File: config.mk
export PLATFORM = sky130hd
export DESIGN_NAME = prio_irq_ctrl
export DESIGN_NICKNAME = d
export VERILOG_FILES = /design/src/rtl/prio_irq_ctrl.sv
export SDC_FILE = /design/constraint.sdc
export NUM_CORES = 1
export LEC_CHECK = 0
export BUFFER_PORTS_ARGS = -buffer_cell sky130_fd_sc_hd__buf_4
export CORE_MARGIN = 2
export CORE_UTILIZATION = 40
export DETAILED_ROUTE_END_ITERATION = 16
export PLACE_DENSITY = 0.59
export SYNTH_ARGS = -nofsm -noshare
export SYNTH_HDL_FRONTEND = slang
export SYNTH_SLANG_ARGS = --single-unit
File: constraint.sdc
create_clock -name clk -period 13.8 [get_ports clk]
set_input_delay 2.07 -clock clk [delete_from_list [all_inputs] [get_ports clk]]
set_output_delay 2.07 -clock clk [all_outputs]
set_load 0.005 [all_outputs]
File: src/rtl/prio_irq_ctrl.sv
`timescale 1ns/1ps
module prio_irq_ctrl #(
  parameter int DW = 8
) (
  input  logic                  clk,
  input  logic                  rst_n,
  input  logic                  reg_wr,
  input  logic                  reg_addr,
  input  logic [DW-1:0]         reg_wdata,
  output logic [DW-1:0]         reg_rdata,
  input  logic [DW-1:0]         irq_lines,
  output logic                  int_out,
  input  logic                  int_ack,
  output logic [DW-1:0]         vec_out,
  output logic                  vec_valid,
  output logic                  buf_en,
  input  logic [$clog2(DW)-1:0] cas_in,
  output logic [$clog2(DW)-1:0] cas_out,
  output logic                  cas_oe
);
  localparam int IW = $clog2(DW);

  typedef enum logic [1:0] {CFG_RUN, CFG_BASE, CFG_CASC, CFG_MODE} cfg_t;

  cfg_t st;
  logic need_mode, single, level_mode, aeoi, is_master, bufm, sfnm, sel_isr;
  logic [DW-IW-1:0] base_hi;
  logic [DW-1:0] casc_r, mask_r, irr, isr, line_q, casc_map, irr_n, isr_n;
  logic [IW-1:0] low_r, low_n, top_idx, top_rank, win_idx, op_n;
  logic isr_any, win_any, respond, to_slave, take, spur;
  logic cmd_w, dat_w, icw1, ocw2, ocw3;

  function automatic logic [IW-1:0] at_rank(input logic [IW-1:0] lo, input int k);
    return lo + IW'(k) + IW'(1);
  endfunction

  assign cmd_w = reg_wr & ~reg_addr;
  assign dat_w = reg_wr & reg_addr;
  assign icw1  = cmd_w & reg_wdata[4];
  assign ocw3  = cmd_w & ~reg_wdata[4] & reg_wdata[3];
  assign ocw2  = cmd_w & ~reg_wdata[4] & ~reg_wdata[3];
  assign op_n  = reg_wdata[IW-1:0];
  assign casc_map = (is_master && !single) ? casc_r : '0;

  always_comb begin
    isr_any  = 1'b0;
    top_idx  = '0;
    top_rank = '0;
    for (int k = 0; k < DW; k++) begin
      if (!isr_any && isr[at_rank(low_r, k)]) begin
        isr_any  = 1'b1;
        top_idx  = at_rank(low_r, k);
        top_rank = IW'(k);
      end
    end
  end

  always_comb begin
    win_any = 1'b0;
    win_idx = '0;
    for (int k = 0; k < DW; k++) begin
      if (!win_any && irr[at_rank(low_r, k)] && !mask_r[at_rank(low_r, k)] &&
          (!isr_any || IW'(k) < top_rank ||
           (sfnm && casc_map[at_rank(low_r, k)] && at_rank(low_r, k) == top_idx))) begin
        win_any = 1'b1;
        win_idx = at_rank(low_r, k);
      end
    end
  end

  assign respond  = is_master | single | (cas_in == casc_r[IW-1:0]);
  assign to_slave = win_any & casc_map[win_idx];
  assign take     = int_ack & respond & win_any;
  assign spur     = int_ack & respond & ~win_any;
  assign int_out  = win_any;
  assign cas_oe   = int_ack & to_slave;
  assign cas_out  = to_slave ? win_idx : '0;
  assign buf_en   = bufm & vec_valid;
  assign reg_rdata = reg_addr ? mask_r : (sel_isr ? isr : irr);

  always_comb begin
    irr_n = level_mode ? irq_lines : (irq_lines & (irr | ~line_q));
    isr_n = isr;
    low_n = low_r;
    if (take) begin
      if (!level_mode) irr_n[win_idx] = 1'b0;
      if (!aeoi) isr_n[win_idx] = 1'b1;
    end
    if (ocw2) begin
      case (reg_wdata[DW-1:DW-3])
        3'b001: if (isr_any) isr_n[top_idx] = 1'b0;
        3'b101: if (isr_any) begin
          isr_n[top_idx] = 1'b0;
          low_n = top_idx;
        end
        3'b011: isr_n[op_n] = 1'b0;
        3'b111: begin
          isr_n[op_n] = 1'b0;
          low_n = op_n;
        end
        3'b110: low_n = op_n;
        default: ;
      endcase
    end
  end

  always_ff @(posedge clk or negedge rst_n) begin
    if (!rst_n) begin
      st         <= CFG_RUN;
      need_mode  <= 1'b0;
      single     <= 1'b1;
      level_mode <= 1'b0;
      aeoi       <= 1'b0;
      is_master  <= 1'b1;
      bufm       <= 1'b0;
      sfnm       <= 1'b0;
      sel_isr    <= 1'b0;
      base_hi    <= '0;
      casc_r     <= '0;
      mask_r     <= '1;
      irr        <= '0;
      isr        <= '0;
      line_q     <= '0;
      low_r      <= IW'(DW-1);
      vec_out    <= '0;
      vec_valid  <= 1'b0;
    end else begin
      line_q    <= irq_lines;
      irr       <= irr_n;
      isr       <= isr_n;
      low_r     <= low_n;
      vec_valid <= (take & ~to_slave) | spur;
      if (take && !to_slave) vec_out <= {base_hi, win_idx};
      else if (spur)         vec_out <= {base_hi, {IW{1'b1}}};
      if (ocw3 && reg_wdata[1]) sel_isr <= reg_wdata[0];
      if (icw1) begin
        st         <= CFG_BASE;
        level_mode <= reg_wdata[3];
        single     <= reg_wdata[1];
        need_mode  <= reg_wdata[0];
        aeoi       <= 1'b0;
        is_master  <= 1'b1;
        bufm       <= 1'b0;
        sfnm       <= 1'b0;
        sel_isr    <= 1'b0;
        casc_r     <= '0;
        mask_r     <= '0;
        irr        <= '0;
        isr        <= '0;
        low_r      <= IW'(DW-1);
      end else if (dat_w) begin
        case (st)
          CFG_BASE: begin
            base_hi <= reg_wdata[DW-1:IW];
            st <= !single ? CFG_CASC : (need_mode ? CFG_MODE : CFG_RUN);
          end
          CFG_CASC: begin
            casc_r <= reg_wdata;
            st <= need_mode ? CFG_MODE : CFG_RUN;
          end
          CFG_MODE: begin
            aeoi      <= reg_wdata[1];
            is_master <= reg_wdata[2];
            bufm      <= reg_wdata[3];
            sfnm      <= reg_wdata[4];
            st        <= CFG_RUN;
          end
          default: mask_r <= reg_wdata;
        endcase
      end
    end
  end
endmodule

==> summary.md, run 1 <==
| Metric | Value |
|---|---|
| Status | finished clean |
| Router iterations before antenna repair | 6 |
| FF/Latch Area | 1690 µm² |
| Final Cell Area | 7160 µm² |
| TritonCTS clock tree | done |
| Reg2reg setup slack | 5700 ps |
| Period utilisation layout | 73.1% |
| WL met2 | ~9800 µm |
| Row cnt | between 40 and 50 |
| Area growth syn-to-layout | 11.2% |
| Setup TNS | 0 ps |
| FF-to-FF End | vec_out[3]$_DFFE_PN0P_ |
| Worst-path clk slew | 50 ps |
| Fin. max-slew vios | 0 |
| Postcts setup bufs | 0 |
| CTS Buffer Depth | 2 |
| Die Area | 17100 µm² |
| CP endpoint kind | primary output |
| Fin crit period | 10090 ps |
| Multi-input gate area | 4370 µm² |
| Critical path fanouts, max | 49 |
| Routability congestion estimate | 0.991 |
| YS warnings | 0 |
| Worst path cell trace | clkinv_1, ha_1, buf_4, inv_1, o311ai_1, o211ai_2, a31oi_4, o211ai_2, a221oi_1, o2111ai_2, a211oi_2, nor3_4, nand4_1, o21ai_0, a21oi_1, and3_1, a222oi_1, or3_1, nor2_1, buf_4 |
| Synth top area cells | dfrtp_1 (21%), nand2_1 (6.1%), dfstp_2 (5.3%), mux2i_1 (5.3%), mux4_2 (5.2%) |
| Layout cells sized above 1 | 20.8% |
| Diode count | 0 |
| Cell accounting for the most synthesized area | dfrtp_1 |
| Vias in the first global route | between 5000 and 6000 |
| Min-Delay Path Depth | 2 |
| CTS resizes | 0 |
| Largest net degree at the start of global routing | 68 |
| Core area | about 16000 µm² |
| Part of the Yosys area used for sequential elements | 26.3% |
| Hold crit path type | reg -> reg |
| Wirelength, routed | between 20000 and 25000 µm |
| Setup crit start kind | flop |
| FF-to-FF Start | low_r[1]$_DFFE_PN1P_ |
| Worst Tran Pin Value | 1090 ps |
| Synthesized instance count | ~760 |
| Max-cap viol count | 0 |
| Asr flop ratio synth | 100% |
| Critical Path RT | 11730 ps |
| Mapped Area | 6440 µm² |
| Unrepaired setup endpoints after global routing | no |
| Initial drt markers | 747 |
| Synth cell types | between 90 and 100 |
| Critical path arrival | 8020 ps |
| Fillcell total | 1560 |
| Root buffer cell | clkbuf_16 |
| Top_reg_cell synth | dfrtp_1 |
| H-tree depth | 3 |
| First-pass GRT wire length | 32400 µm |
| Uppermost layer routed | met4 |
| Slowest stage delay, CP | 970 ps |
| WL met3 | between 1000 and 1500 µm |
| Syn nets | 792 |
| Yosys reg bits | 67 |
| # port buffers | 46 |
| Total number of vias | 6236 |
| Crit-path slowest cell | dfstp_2 |
| Routed Antenna Nets | 0 |
| Leading cell type in the layout, fill and taps excluded | nand2_1 |
| Total Nets Final | roughly 800 |
| Die width | 131 µm |
| # setup viols final | 0 |
| Worst-case reg-to-reg path depth | 19 |
| Dpl hpwl | 15100 µm |
| Grt total ovfl | 0 |
| GRT Util Overall | 24.4% |
| Post-synth top area share | 21.0% |
| Clk Latency, worst-skew pair | 330 ps |
| Final Hold Viols | 0 |
| Hold Crit Start | mask_r[2]$_DFFE_PN1P_ |
| WHS | 484 ps |
| Mean Syn Cell Area | 8.46 µm² |
| Starting Density | slightly above 40% |
| CTS buffer count | 9 |
| Clk sink count | 67 |
| Initial antenna violation count | 0 |
| Boundary Pins | 47 |
| Cts hold-fix bufs | 0 |
| Fmax achieved | approximately 0.099 GHz |
| WL met1 | 8900 µm |
| Vias/cell | 6.31 |
| Residual DRC | 0 |
| Die height | 131 µm |
| End of the worst hold path | mask_r[2]$_DFFE_PN1P_ |
| Dpl cell area | 6810 µm² |
| Post-synth EDFFs | 0 |
| Skew final | about 6.5 ps |
| Routed WL per cell | 20.7 µm |
| Worst rel slew slack | 27.2% |
| CP Class | reg -> out |
| Commonest cells after routing, fill and taps aside | nand2_1 (104), nor2_1 (67), a21oi_1 (58) |
cells by family after synthesis:
logic type	after synthesis	share of synthesized area, %
xor+xnor	14	2.43
simple gates	287	21.2
flops	67	26.3
mux	84	18.1
buf+inv	82	5.83
fa+ha+maj	7	1.36
compound gates	220	24.8
metrics by stage:
step                      utilization (%)  std cells  worst slack (ps)
after floorplan                         -        761              5630
after global placement               43.0        973              4300
after detailed placement             43.0        973              4170
after CTS                            45.2        989              3790
after global routing                 45.2        989              3090
final                                45.2        989              3710
synthesized netlist by cell type, drive strengths merged (8+ instances only):
| master | n |
|---|---|
| a211oi | 12 |
| a21oi | 60 |
| a31oi | 17 |
| and3 | 8 |
| buf | 16 |
| clkbuf | 38 |
| dfrtp | 54 |
| dfstp | 13 |
| inv | 27 |
| mux2 | 31 |
| mux2i | 37 |
| mux4 | 16 |
| nand2 | 105 |
| nand2b | 12 |
| nand3 | 22 |
| nor2 | 67 |
| nor3 | 30 |
| o211ai | 12 |
| o21ai | 38 |
sequential cells by signal (all words and copies together), names as in the netlist, 2 cells and up:
register  flops
isr           8
vec_out       8
base_hi       5
st            2
irr           8
line_q        8
casc_r        8
mask_r        8
low_r         3
per-layer routing:
layer,vias to the layer above,global-route usage (%)
met2,321,40.1
li1,2836,-
met3,41,2.93
met4,0,8.70
met5,-,0
met1,3038,33.3
worst max-delay path, delay by kind of cell, from the launching register on:
family,cells,cell delay [ps]
simple gates,5,1110
flops,1,970
fa+ha+maj,1,390
compound gates,10,3750
buf+inv,4,1440
area by class of cell:
cell class / instances / share of cell area (%)
repair buffers: 50 / 5.24
well taps: 216 / 3.77
multi-input cells: 612 / 61.0
clock inverters: 3 / 0.944
clock buffers: 13 / 3.91
inverters: 28 / 1.47
flip-flops and latches: 67 / 23.6
worst max path at each step:
stage	from	endpoint	slack, ps	depth (start not counted)
floorplan	low_r[0]$_DFFE_PN1P_	cas_oe	5630	22
global placement	low_r[1]$_DFFE_PN1P_	cas_out[0]	4300	19
detailed placement	low_r[1]$_DFFE_PN1P_	cas_out[0]	4170	20
CTS	low_r[1]$_DFFE_PN1P_	cas_out[0]	3790	20
global route	low_r[1]$_DFFE_PN1P_	cas_out[0]	3090	20
finish	low_r[1]$_DFFE_PN1P_	cas_out[0]	3710	20
Power of run 1 is not shown: default switching activity piles up to over one toggle a cycle in this logic, so the estimate is an artifact.
==> run 2: changes to the inputs <==
- clock period: 13.8 -> 9.9 ns (I/O delays scaled with it)
==> summary.md, run 2 (synthesis gave the netlist of run 1 again) <==
| Metric | Value |
|---|---|
| Dpl hpwl | 15300 µm |
| Critical path arrival | between 7000 and 8000 ps |
| TritonCTS clock tree | done |
| Wirelength, routed | 20300 µm |
| Slowest stage delay, CP | 760 ps |
| Layout cells sized above 1 | 21.4% |
| CP most frequent cell | buf_4 |
| FF/Latch Area | between 1500 and 2000 µm² |
| H-tree depth | 3 |
| Setup TNS | 0 ps |
| Leading cell type in the layout, fill and taps excluded | nand2_1 |
| CTS resizes | 0 |
| # port buffers | 46 |
| Row cnt | 46 |
| First-pass GRT wire length | 32300 µm |
| Unrepaired setup endpoints after global routing | no |
| Fillcell total | 1579 |
| Status | finished clean |
| Fin crit period | 8910 ps |
| Initial drt markers | 583 |
| Period utilisation layout | 90.0% |
| Clk sink count | 67 |
| Hold crit path type | reg -> reg |
| Vias in the first global route | 5821 |
| Grt total ovfl | 0 |
| Postcts setup bufs | 0 |
| Die height | 131 µm |
| Worst-path clk slew | 60 ps |
| Die width | 131 µm |
| CTS buffer count | 9 |
| Worst rel slew slack | 43.7% |
| Final Hold Viols | 0 |
| CP Class | reg -> out |
| Router iterations before antenna repair | 6 |
| Core area | 15800 µm² |
| Crit-path slowest cell | dfstp_2 |
| Fmax achieved | ~0.11 GHz |
| GRT Util Overall | 24.5% |
| Clk Latency, worst-skew pair | 340 ps |
| Initial antenna violation count | 0 |
| Skew final | 7.20 ps |
| Setup crit start kind | flop |
| Largest net degree at the start of global routing | 68 |
| Residual DRC | 0 |
| Multi-input gate area | 4370 µm² |
| CTS Buffer Depth | 2 |
| Worst path cell trace | inv_2, buf_4, ha_1, buf_4, mux2_2, mux4_2, or3_4, nor3_2, a21o_1, mux2i_1, a221oi_1, nand3_1, o221a_2, a211oi_1, a21oi_1, buf_4, and3_1, a222oi_1, or3_1, nor2_1, buf_4 |
| Worst Tran Pin Value | 845 ps |
| Total Nets Final | 805 |
| CP endpoint kind | primary output |
| Routed Antenna Nets | 0 |
| Crit path buf inv count | 5 |
| Die Area | roughly 17000 µm² |
| Total number of vias | 6109 |
| Area growth syn-to-layout | 11.5% |
| Critical Path RT | around 8400 ps |
| Critical path fanouts, max | 32 |
| Commonest cells after routing, fill and taps aside | nand2_1 (104), nor2_1 (67), a21oi_1 (58) |
| Fin. max-slew vios | 0 |
| Routability congestion estimate | just over 0.9 |
| Routed WL per cell | 20.4 µm |
| Vias/cell | 6.14 |
| CP top delay family | compound AO/OA/AOI/OAI gates |
| Cts hold-fix bufs | 0 |
| Max-cap viol count | 0 |
| # setup viols final | 0 |
| Diode count | 0 |
| Boundary Pins | 47 |
| Root buffer cell | clkbuf_16 |
| Starting Density | 40.7% |
==> run 2: routing by layer <==
layer  share of wire [%]  GRT usage (%)
met1                  44           33.9
met2                  47           41.0
met3                 6.7           2.69
met4                 2.2           6.51
met5                   0              0
==> run 2: stage by stage <==
step	instances	setup WS (ps)	instance area, µm²	hold slack (ps)	util, %
after global placement	979	1580	6860	468	43.3
after CTS	995	1070	7170	481	45.3
after floorplan	761	2310	6440	450	-
after detailed placement	979	1460	6860	473	43.3
final	995	994	7170	478	45.3
after global routing	995	615	7170	503	45.3
==> run 2: cell type report <==
| class | count | share of cell area (%) |
|---|---|---|
| clock buffer | 9 | 3.14 |
| clock inverter | 7 | 1.29 |
| inverter | 28 | 1.46 |
| multi-input combinational | 612 | 60.9 |
| sequential | 67 | 23.6 |
| tap | 216 | 3.77 |
| timing repair buffer | 56 | 5.86 |
==> run 2: tightest hold or removal path, stage by stage (launching register included) <==
cell,delay [ps]
dfstp_2,370
nand2_1,50
a21oi_1,60
==> run 2: path summary, 6_finish.rpt <==
kind / startpoint / end / slack, ps / cells past startpoint
worst max-delay path: low_r[0]$_DFFE_PN1P_ / cas_out[2] / 990 / 21
worst min-delay path: mask_r[3]$_DFFE_PN1P_ / mask_r[3]$_DFFE_PN1P_ / 480 / 2
worst max register to register: low_r[0]$_DFFE_PN1P_ / isr[3]$_DFF_PN0_ / 2560 / 19
worst min register to register: mask_r[3]$_DFFE_PN1P_ / mask_r[3]$_DFFE_PN1P_ / 480 / 2
max in group asynchronous: rst_n / level_mode$_DFFE_PN0P_ / 8080 / 1
min in group asynchronous: rst_n / base_hi[0]$_DFFE_PN0P_ / 1240 / 1
Power of run 2 is left out for the same reason.
